===== src/rtl/dmac_pkg.sv =====
// Package dmac_pkg
// Holds the shared operation encoding and the instruction-word decode constants
// for the dual multiply-accumulate unit. Assumes a 32-bit instruction word.
package dmac_pkg;

    localparam int INSN_W   = 32;
    localparam int SWAP_BIT = 5;

    localparam logic [INSN_W-1:0] PLAIN_MASK = 32'h0000_F0D0;
    localparam logic [INSN_W-1:0] PLAIN_SUM  = 32'h0000_F010;
    localparam logic [INSN_W-1:0] PLAIN_DIFF = 32'h0000_F050;
    localparam logic [INSN_W-1:0] ACC_MASK   = 32'h0000_00D0;
    localparam logic [INSN_W-1:0] ACC_SUM    = 32'h0000_0010;
    localparam logic [INSN_W-1:0] ACC_DIFF   = 32'h0000_0050;

    typedef enum logic [2:0] {
        OP_ILLEGAL  = 3'd0,
        OP_SUM      = 3'd1,
        OP_DIFF     = 3'd2,
        OP_SUM_ACC  = 3'd3,
        OP_DIFF_ACC = 3'd4
    } dmac_op_e;

    // True when the form subtracts the high-half product.
    function automatic logic op_is_diff(dmac_op_e op);
        return (op == OP_DIFF) || (op == OP_DIFF_ACC);
    endfunction

    // True when the form adds the accumulator.
    function automatic logic op_uses_acc(dmac_op_e op);
        return (op == OP_SUM_ACC) || (op == OP_DIFF_ACC);
    endfunction

endpackage


===== src/rtl/dmac_decode.sv =====
// Module dmac_decode
// Maps an instruction word to one of the four arithmetic forms, or to illegal,
// and extracts the operand-swap bit. The non-accumulating forms are tested
// first, so an accumulator field of all ones selects the plain form.
module dmac_decode
    import dmac_pkg::*;
(
    input  logic [INSN_W-1:0] insn,
    output dmac_op_e          op,
    output logic              swap
);

    // Priority decode of the form select bits.
    always_comb begin
        if ((insn & PLAIN_MASK) == PLAIN_SUM)       op = OP_SUM;
        else if ((insn & PLAIN_MASK) == PLAIN_DIFF) op = OP_DIFF;
        else if ((insn & ACC_MASK) == ACC_SUM)      op = OP_SUM_ACC;
        else if ((insn & ACC_MASK) == ACC_DIFF)     op = OP_DIFF_ACC;
        else                                        op = OP_ILLEGAL;
    end

    assign swap = insn[SWAP_BIT];

endmodule


===== src/rtl/dmac_mul_stage.sv =====
// Module dmac_mul_stage
// First pipeline stage. It optionally exchanges the halves of the second
// operand, forms the two signed half-by-half products, and registers them
// together with the accumulator and decoded form. It loads only when
// load_en is high and holds otherwise.
module dmac_mul_stage
    import dmac_pkg::*;
#(
    parameter int HALF_W = 16,
    localparam int WORD_W = 2 * HALF_W
) (
    input  logic                     clk,
    input  logic                     rst_n,
    input  logic                     load_en,
    input  logic                     in_valid,
    input  logic [WORD_W-1:0]        rn,
    input  logic [WORD_W-1:0]        rm,
    input  logic [WORD_W-1:0]        ra,
    input  dmac_op_e                 op_in,
    input  logic                     swap,
    output logic                     q_valid,
    output logic signed [WORD_W-1:0] q_prod_lo,
    output logic signed [WORD_W-1:0] q_prod_hi,
    output logic [WORD_W-1:0]        q_acc,
    output dmac_op_e                 q_op
);

    localparam int LANES = 2;

    logic [WORD_W-1:0]        rm_eff;
    logic signed [WORD_W-1:0] prod_d [LANES];

    assign rm_eff = swap ? {rm[HALF_W-1:0], rm[WORD_W-1:HALF_W]} : rm;

    for (genvar lane = 0; lane < LANES; lane++) begin : g_lane
        logic signed [WORD_W-1:0] ext_a;
        logic signed [WORD_W-1:0] ext_b;
        assign ext_a = {{HALF_W{rn[lane*HALF_W+HALF_W-1]}}, rn[lane*HALF_W +: HALF_W]};
        assign ext_b = {{HALF_W{rm_eff[lane*HALF_W+HALF_W-1]}}, rm_eff[lane*HALF_W +: HALF_W]};
        assign prod_d[lane] = ext_a * ext_b;
    end

    // Stage register: capture products and control when the next stage has room.
    always_ff @(posedge clk) begin
        if (!rst_n) begin
            q_valid   <= 1'b0;
            q_prod_lo <= '0;
            q_prod_hi <= '0;
            q_acc     <= '0;
            q_op      <= OP_ILLEGAL;
        end else if (load_en) begin
            q_valid   <= in_valid;
            q_prod_lo <= prod_d[0];
            q_prod_hi <= prod_d[1];
            q_acc     <= ra;
            q_op      <= op_in;
        end
    end

endmodule


===== src/rtl/dmac_sum_stage.sv =====
// Module dmac_sum_stage
// Second pipeline stage. It adds or subtracts the registered products, adds
// the accumulator for the accumulating forms, and registers the wrapped
// result. An illegal form yields a zero result with the illegal flag set.
module dmac_sum_stage
    import dmac_pkg::*;
#(
    parameter int HALF_W = 16,
    localparam int WORD_W = 2 * HALF_W
) (
    input  logic                     clk,
    input  logic                     rst_n,
    input  logic                     load_en,
    input  logic                     in_valid,
    input  logic signed [WORD_W-1:0] prod_lo,
    input  logic signed [WORD_W-1:0] prod_hi,
    input  logic [WORD_W-1:0]        acc,
    input  dmac_op_e                 op,
    output logic                     q_valid,
    output logic [WORD_W-1:0]        q_result,
    output logic                     q_illegal
);

    logic [WORD_W-1:0] pair;
    logic [WORD_W-1:0] addend;
    logic [WORD_W-1:0] total;
    logic              bad;

    // Combine products and accumulator, modulo 2^WORD_W.
    always_comb begin
        pair   = op_is_diff(op) ? WORD_W'(prod_lo - prod_hi) : WORD_W'(prod_lo + prod_hi);
        addend = op_uses_acc(op) ? acc : '0;
        bad    = (op == OP_ILLEGAL);
        total  = bad ? '0 : pair + addend;
    end

    // Output register: load when the consumer side has room.
    always_ff @(posedge clk) begin
        if (!rst_n) begin
            q_valid   <= 1'b0;
            q_result  <= '0;
            q_illegal <= 1'b0;
        end else if (load_en) begin
            q_valid   <= in_valid;
            q_result  <= total;
            q_illegal <= bad;
        end
    end

endmodule


===== src/rtl/dual_mac16.sv =====
// Module dual_mac16
// Top level of the dual half-word multiply-accumulate unit. It decodes the
// instruction word, forms products in stage one, and combines them in stage
// two. Each stage advances when the stage after it is empty or draining, so
// back-pressure from the output reaches in_ready through two gates.
// Assumes the caller keeps input beats steady while in_valid is high and
// in_ready is low.
module dual_mac16
    import dmac_pkg::*;
#(
    parameter int HALF_W = 16,
    localparam int WORD_W = 2 * HALF_W
) (
    input  logic              clk,
    input  logic              rst_n,
    input  logic              in_valid,
    output logic              in_ready,
    input  logic [INSN_W-1:0] insn,
    input  logic [WORD_W-1:0] rn_val,
    input  logic [WORD_W-1:0] rm_val,
    input  logic [WORD_W-1:0] ra_val,
    output logic              out_valid,
    input  logic              out_ready,
    output logic [WORD_W-1:0] out_result,
    output logic              out_illegal
);

    dmac_op_e                 dec_op;
    logic                     dec_swap;
    logic                     s1_valid;
    logic signed [WORD_W-1:0] s1_prod_lo;
    logic signed [WORD_W-1:0] s1_prod_hi;
    logic [WORD_W-1:0]        s1_acc;
    dmac_op_e                 s1_op;
    logic                     s2_free;
    logic                     s1_free;

    // Stage-advance conditions, from the output backwards.
    assign s2_free  = !out_valid || out_ready;
    assign s1_free  = !s1_valid || s2_free;
    assign in_ready = s1_free;

    dmac_decode u_decode (
        .insn (insn),
        .op   (dec_op),
        .swap (dec_swap)
    );

    dmac_mul_stage #(.HALF_W(HALF_W)) u_mul (
        .clk       (clk),
        .rst_n     (rst_n),
        .load_en   (s1_free),
        .in_valid  (in_valid),
        .rn        (rn_val),
        .rm        (rm_val),
        .ra        (ra_val),
        .op_in     (dec_op),
        .swap      (dec_swap),
        .q_valid   (s1_valid),
        .q_prod_lo (s1_prod_lo),
        .q_prod_hi (s1_prod_hi),
        .q_acc     (s1_acc),
        .q_op      (s1_op)
    );

    dmac_sum_stage #(.HALF_W(HALF_W)) u_sum (
        .clk       (clk),
        .rst_n     (rst_n),
        .load_en   (s2_free),
        .in_valid  (s1_valid),
        .prod_lo   (s1_prod_lo),
        .prod_hi   (s1_prod_hi),
        .acc       (s1_acc),
        .op        (s1_op),
        .q_valid   (out_valid),
        .q_result  (out_result),
        .q_illegal (out_illegal)
    );

endmodule


===== config.mk =====
export PLATFORM = sky130hd
export DESIGN_NAME = dual_mac16
export DESIGN_NICKNAME = d
export VERILOG_FILES = /design/src/rtl/dmac_pkg.sv /design/src/rtl/dmac_decode.sv /design/src/rtl/dmac_mul_stage.sv /design/src/rtl/dmac_sum_stage.sv /design/src/rtl/dual_mac16.sv
export SDC_FILE = /design/constraint.sdc
export NUM_CORES = 2
export LEC_CHECK = 0
export ABC_AREA = 1
export BUFFER_PORTS_ARGS = -buffer_cell sky130_fd_sc_hd__buf_4
export CAP_MARGIN = 15
export CORE_MARGIN = 3
export CORE_UTILIZATION = 46
export CTS_BUF_LIST = sky130_fd_sc_hd__clkbuf_8
export DETAILED_ROUTE_END_ITERATION = 12
export PLACE_DENSITY = 0.71
export RECOVER_POWER = 100
export SETUP_SLACK_MARGIN = 0.1
export SKIP_CTS_REPAIR_TIMING = 1
export SYNTH_ARGS = -nofsm -noshare
export SYNTH_HDL_FRONTEND = slang
export SYNTH_HIERARCHICAL = 1
export SYNTH_SLANG_ARGS = --single-unit

===== constraint.sdc =====
create_clock -name clk -period 7 [get_ports clk]
set_input_delay 0.35 -clock clk [delete_from_list [all_inputs] [get_ports clk]]
set_output_delay 0.35 -clock clk [all_outputs]
set_load 0.005 [all_outputs]

# [Yosys cells after proc, flatten, opt, wreduce, memory -nomap -nowiden]
# Index checks and enable logic that the tools add are counted.
[totals] ff_bits=134 latch_bits=0 ram_bits=0 mem_bits_ro=0 input_bits=132 out_inout_bits=35 word_cells=35 memories=0
[op_classes] addsub=3 multipliers=2 div_mod_pow=0 n_lt_le_gt_ge=0 n_eq_ne=7 shift=0 n_mux=8 bitwise_logic=0 reduce_logical=7
[ops] op="$mux W32" n=4
[ops] op="$add A32 B32 Y32" n=2
[ops] op="$mul A16 B16 Y32" n=2
[ops] op="$sub A32 B32 Y32" n=1
[ops] op="$eq A7 B7 Y1 const B" n=2
[ops] op="$mux W3" n=4
[ops] op="$eq A3 B2 Y1 const B" n=3
[ops] op="$logic_or A1 B1 Y1" n=4
[ops] op="$eq A3 B1 Y1 const B" n=1
[ops] op="$eq A3 B3 Y1 const B" n=1
[ops] op="$logic_not A3 Y1" n=1
[ops] op="$logic_not A1 Y1" n=2

# [Longest topological paths before layout]
[depth] word_depth=5 mapped_depth=35 ltp_nobuf=34

# [Hierarchy]
# The synthesis kept the hierarchy.
[modules_own_cells] mod="dmac_mul_stage" n_inst=1 cells_each=3279 area_per_inst_um2=24808.8 seq_area_each_um2=2001.9
[modules_own_cells] mod="dmac_sum_stage" n_inst=1 cells_each=1048 area_per_inst_um2=6065.8 seq_area_each_um2=680.7
[modules_own_cells] mod="dmac_decode" n_inst=1 cells_each=19 area_per_inst_um2=80.1 seq_area_each_um2=0.0
[modules_own_cells] mod="dual_mac16" n_inst=1 cells_each=3 area_per_inst_um2=17.5 seq_area_each_um2=0.0

# [Least setup slack after synthesis]
# No wires, ideal clock.
[synth_timing] path_kind="input-to-reg" from="in insn[5]" to="reg u_mul.q_prod_hi[31]" setup_ps=109 arrival_ps=5923 t_required_ps=6891 setup_slack_ps=968 stages=29 n_path_buf=4 cell_sequence="buf_4 buf_4 inv_2 buf_2 buf_4 nand2_1 nand2_1 nor2_1 fa_1 fa_1 fa_1 fa_1 inv_1 fa_1 fa_1 inv_1 ha_1 nand2_1 nor2_1 inv_1 nor2_2 and2_1 nand2_1 inv_1 nor2_1 nand2_1 nand3_1 nand2_1 inv_1"
[synth_between] elab_chain_len=2
[synth_lines] element="start: declaration" line="dual_mac16.sv:18" text="input logic [INSN_W-1:0] insn,"
[synth_lines] element="$mux W32" line="dmac_mul_stage.sv:33" text="assign rm_eff = swap ? {rm[HALF_W-1:0], rm[WORD_W-1:HALF_W]} : rm;"
[synth_lines] element="$mul A16 B16 Y32" line="dmac_mul_stage.sv:40" text="assign prod_d[lane] = ext_a * ext_b;"
[synth_lines] element="end signal: assignment" line="dmac_mul_stage.sv:54" text="q_prod_hi <= prod_d[1];"
[synth_lines] element="end: declaration" line="dmac_mul_stage.sv:23" text="output logic signed [WORD_W-1:0] q_prod_hi,"
# Every way passes these cells.
# A chain may end at the register's enable or synchronous reset.

# [Worst setup path in the final report]
[layout_timing] from="in insn[5]" to="reg u_mul.q_prod_lo[17]"
[layout_between] elab_chain_len=2
[layout_lines] element="$mux W32" line="dmac_mul_stage.sv:33"
[layout_lines] element="$mul A16 B16 Y32" line="dmac_mul_stage.sv:40"
[layout_lines] element="end signal: assignment" line="dmac_mul_stage.sv:53" text="q_prod_lo <= prod_d[0];"
[layout_lines] element="end: declaration" line="dmac_mul_stage.sv:22" text="output logic signed [WORD_W-1:0] q_prod_lo,"
# Every way passes these cells.

==> impl_results.md <==
* Final period util at about nine tenths
* Dpl cells at roughly 5300
* Clock root buffer: clkbuf_8
* Clk slew on worst S/H paths at 0.10 ns
* Post-synth top area share at between 30% and 40%
* Area occupied by multi-input gates at around 24000 sq um
* Clk_lat worst skew at about 0.47 ns
* Worst Hold Class: in -> reg
* CTS Buffer Depth at 2
* Final setup violation count at 0
* Cell Area, Synth at 31000 sq um
* Run status: finished, violations left
* Top cells by area, synth: fa_1 (34%), inv_1 (12%), nand2_1 (11%), ha_1 (9.2%), dfxtp_1 (8.7%)
* EDFF count, synth at 0
* GR Overflow Total at 0
* Post-synth cell types at 53
* Worst hold slack at around 0.11 ns
* Syn. warnings at 6
* Hold Crit Start: in_valid
* Mapped Avg Cell Area at just over 7 sq um
* Cell mode on critical path: nand2_1
* Initial Util at between 40% and 50%
* Die height at ~270 microns
* Hold Vio Cnt, Final at 0
* Site Rows at 94
* Die Area at 70500 sq um
* TritonCTS clock tree: yes
* Share of cells above drive strength 1 at 6.43%
* Buffers on Ports at about 140
* Worst-margin pin slew at around 3.2 ns
* IO Pins at ~170
* Fin Setup TNS at 0 ns
* Routed WL at ~84000 microns
* Fmax at ~160 MHz
* Die width at between 200 and 300 microns
* Register area share after synthesis at 8.66%
* Avg Vias per Cell at between 5 and 6
* Antenna viol nets, final at 0
* Diodes inserted at 0
* Dominant synthesized flop cell: dfxtp_1
* Largest net degree at the start of global routing at 75
* Cell with the most instances after synthesis: inv_1
* GRT Total Usage at around a quarter
* Drt pass-1 iters at 5
* Critical path origin: insn[5]
* Mapped Nets at 5234
* Storage cell area at around 2700 sq um
* WP data required at 7.36 ns
* TritonCTS Sinks at 134
* Min Tclk post-route at around 6.4 ns
* Setup WS post-layout at around 0.59 ns
* Num CTS Buffers at 17
* DRT iter0 DRCs at ~1900
* RSZ-0062 raised after global routing: no
* Cells after Synth at about 4300
* Failing checks: max-capacitance violations, max-slew violations
* Wirelength per Cell at approximately 16 microns
* Slowest Stage Delay on Critical Path at between 0.5 and 0.6 ns
* Fin. max-slew vios at 75
* Initial antenna violation count at 0
* WS Path Type: in -> reg
* Post-Place Setup Slack at approximately 0.38 ns
* Async SR Flop Fraction at 0%
* R2R Path Start: u_mul/q_op[1]
* Dpl hpwl at slightly above 70000 microns
* Synth cell count leaders: inv_1 (976), nand2_1 (895), nor2_1 (689), fa_1 (526), ha_1 (227)
* Layout net count at between 5000 and 6000
* Worst clock skew at between 0.02 and 0.025 ns
* Via count at approximately 27000
* CORE AREA at about 66000 sq um
* First-pass GRT wire length at 140000 microns
* Vias in the first global route at around 28000
* Max Cap Viol at 1
* Placer congestion estimate at approximately 0.95
* Post-synth top area cell: fa_1
* Worst Setup End Kind: register
* CP Data Arrival Time at ~6.8 ns
* Slowest CP cell: fa_1
* Maximum fanout along the worst path at 29
* Crit start category: primary input
* Synthesized flop and latch total at between 100 and 150
* Post-Layout Cell Count at ~5300
* Fillcell total at approximately 6600
* Drt drc at 0
* Area added between synthesis and finish at 7.10%
* CTS H-tree depth at 4
* Slew HR at -114%
## cell type report
cell class	instances	share of cell area, %
well taps	864	3.26
clock buffers	18	0.747
clock inverters	14	0.494
flip-flops and latches	134	8.09
multi-input cells	3105	72.2
repair buffers	173	3.88
inverters	1001	11.3
## cells by family (layout without fill, tap and decap cells)
group | count (synthesis) | after routing | synth area share [%]
compound gates | 386 | 386 | 7.10
xor+xnor | 85 | 85 | 2.40
flops | 134 | 134 | 8.66
simple gates | 1878 | 1878 | 24.8
fa+ha+maj | 753 | 753 | 43.2
mux | 3 | 3 | 0.109
buf+inv | 1110 | 1206 | 13.7
## path summary, 6_finish.rpt
path                                            end  slack (ns)  cells past startpoint
worst max-delay path            u_mul/q_prod_lo[17]        0.59                     26
worst min-delay path                  u_mul/q_valid        0.11                      3
worst max register to register   u_sum/q_result[24]        0.72                     23
worst min register to register   u_sum/q_result[28]        0.47                      2
## cell usage in the layout, fill, tap and decap left out, types with 9 or more instances in the layout
cell type | netlist | routed
inv_1 | 976 | 975
nand2_1 | 895 | 904
nor2_1 | 689 | 694
fa_1 | 526 | 526
ha_1 | 227 | 227
a21oi_1 | 157 | 159
buf_4 | 14 | 137
nand3_1 | 133 | 136
o21ai_0 | 120 | 135
dfxtp_1 | 134 | 134
xor2_1 | 62 | 62
nand4_1 | 37 | 37
clkbuf_4 | 0 | 33
o21bai_1 | 32 | 32
or2_2 | 24 | 24
xnor2_1 | 23 | 23
nor3_1 | 22 | 22
clkbuf_8 | 0 | 18
clkinv_1 | 17 | 18
a21o_1 | 15 | 15
o21ai_2 | 17 | 13
nand2_2 | 19 | 11
nor2_2 | 15 | 11
nand3b_1 | 9 | 9
## per-stage QoR
step / utilization (%) / area (sq um)
final: 50.1 / 33200
after global routing: 50.1 / 33200
after CTS: 50.3 / 33300
after detailed placement: 49.6 / 32900
after global placement: 49.6 / 32900
after floorplan: - / 31000
## layer usage
metal,share of wire (%),track usage (%)
met5,0,0
met1,43,31.9
met4,3.8,8.87
met3,6.4,4.15
met2,47,41.8
## registers in the layout (all words and copies together), names as in the netlist
name	count
u_mul/q_acc	32
u_mul/q_op	3
u_mul/q_prod_hi	32
u_mul/q_prod_lo	32
u_mul/q_valid	1
u_sum/q_illegal	1
u_sum/q_result	32
u_sum/q_valid	1
## critical path: cells and delay by family
family,cells,cell delay (ns)
buffers and inverters,8,1.18
AOI/OAI and AO/OA,3,0.56
adders and majority gates,7,3.31
and+or+nand+nor,8,1.32
Power is not shown: default switching activity piles up to over one toggle a cycle in this logic, so the estimate is an artifact.
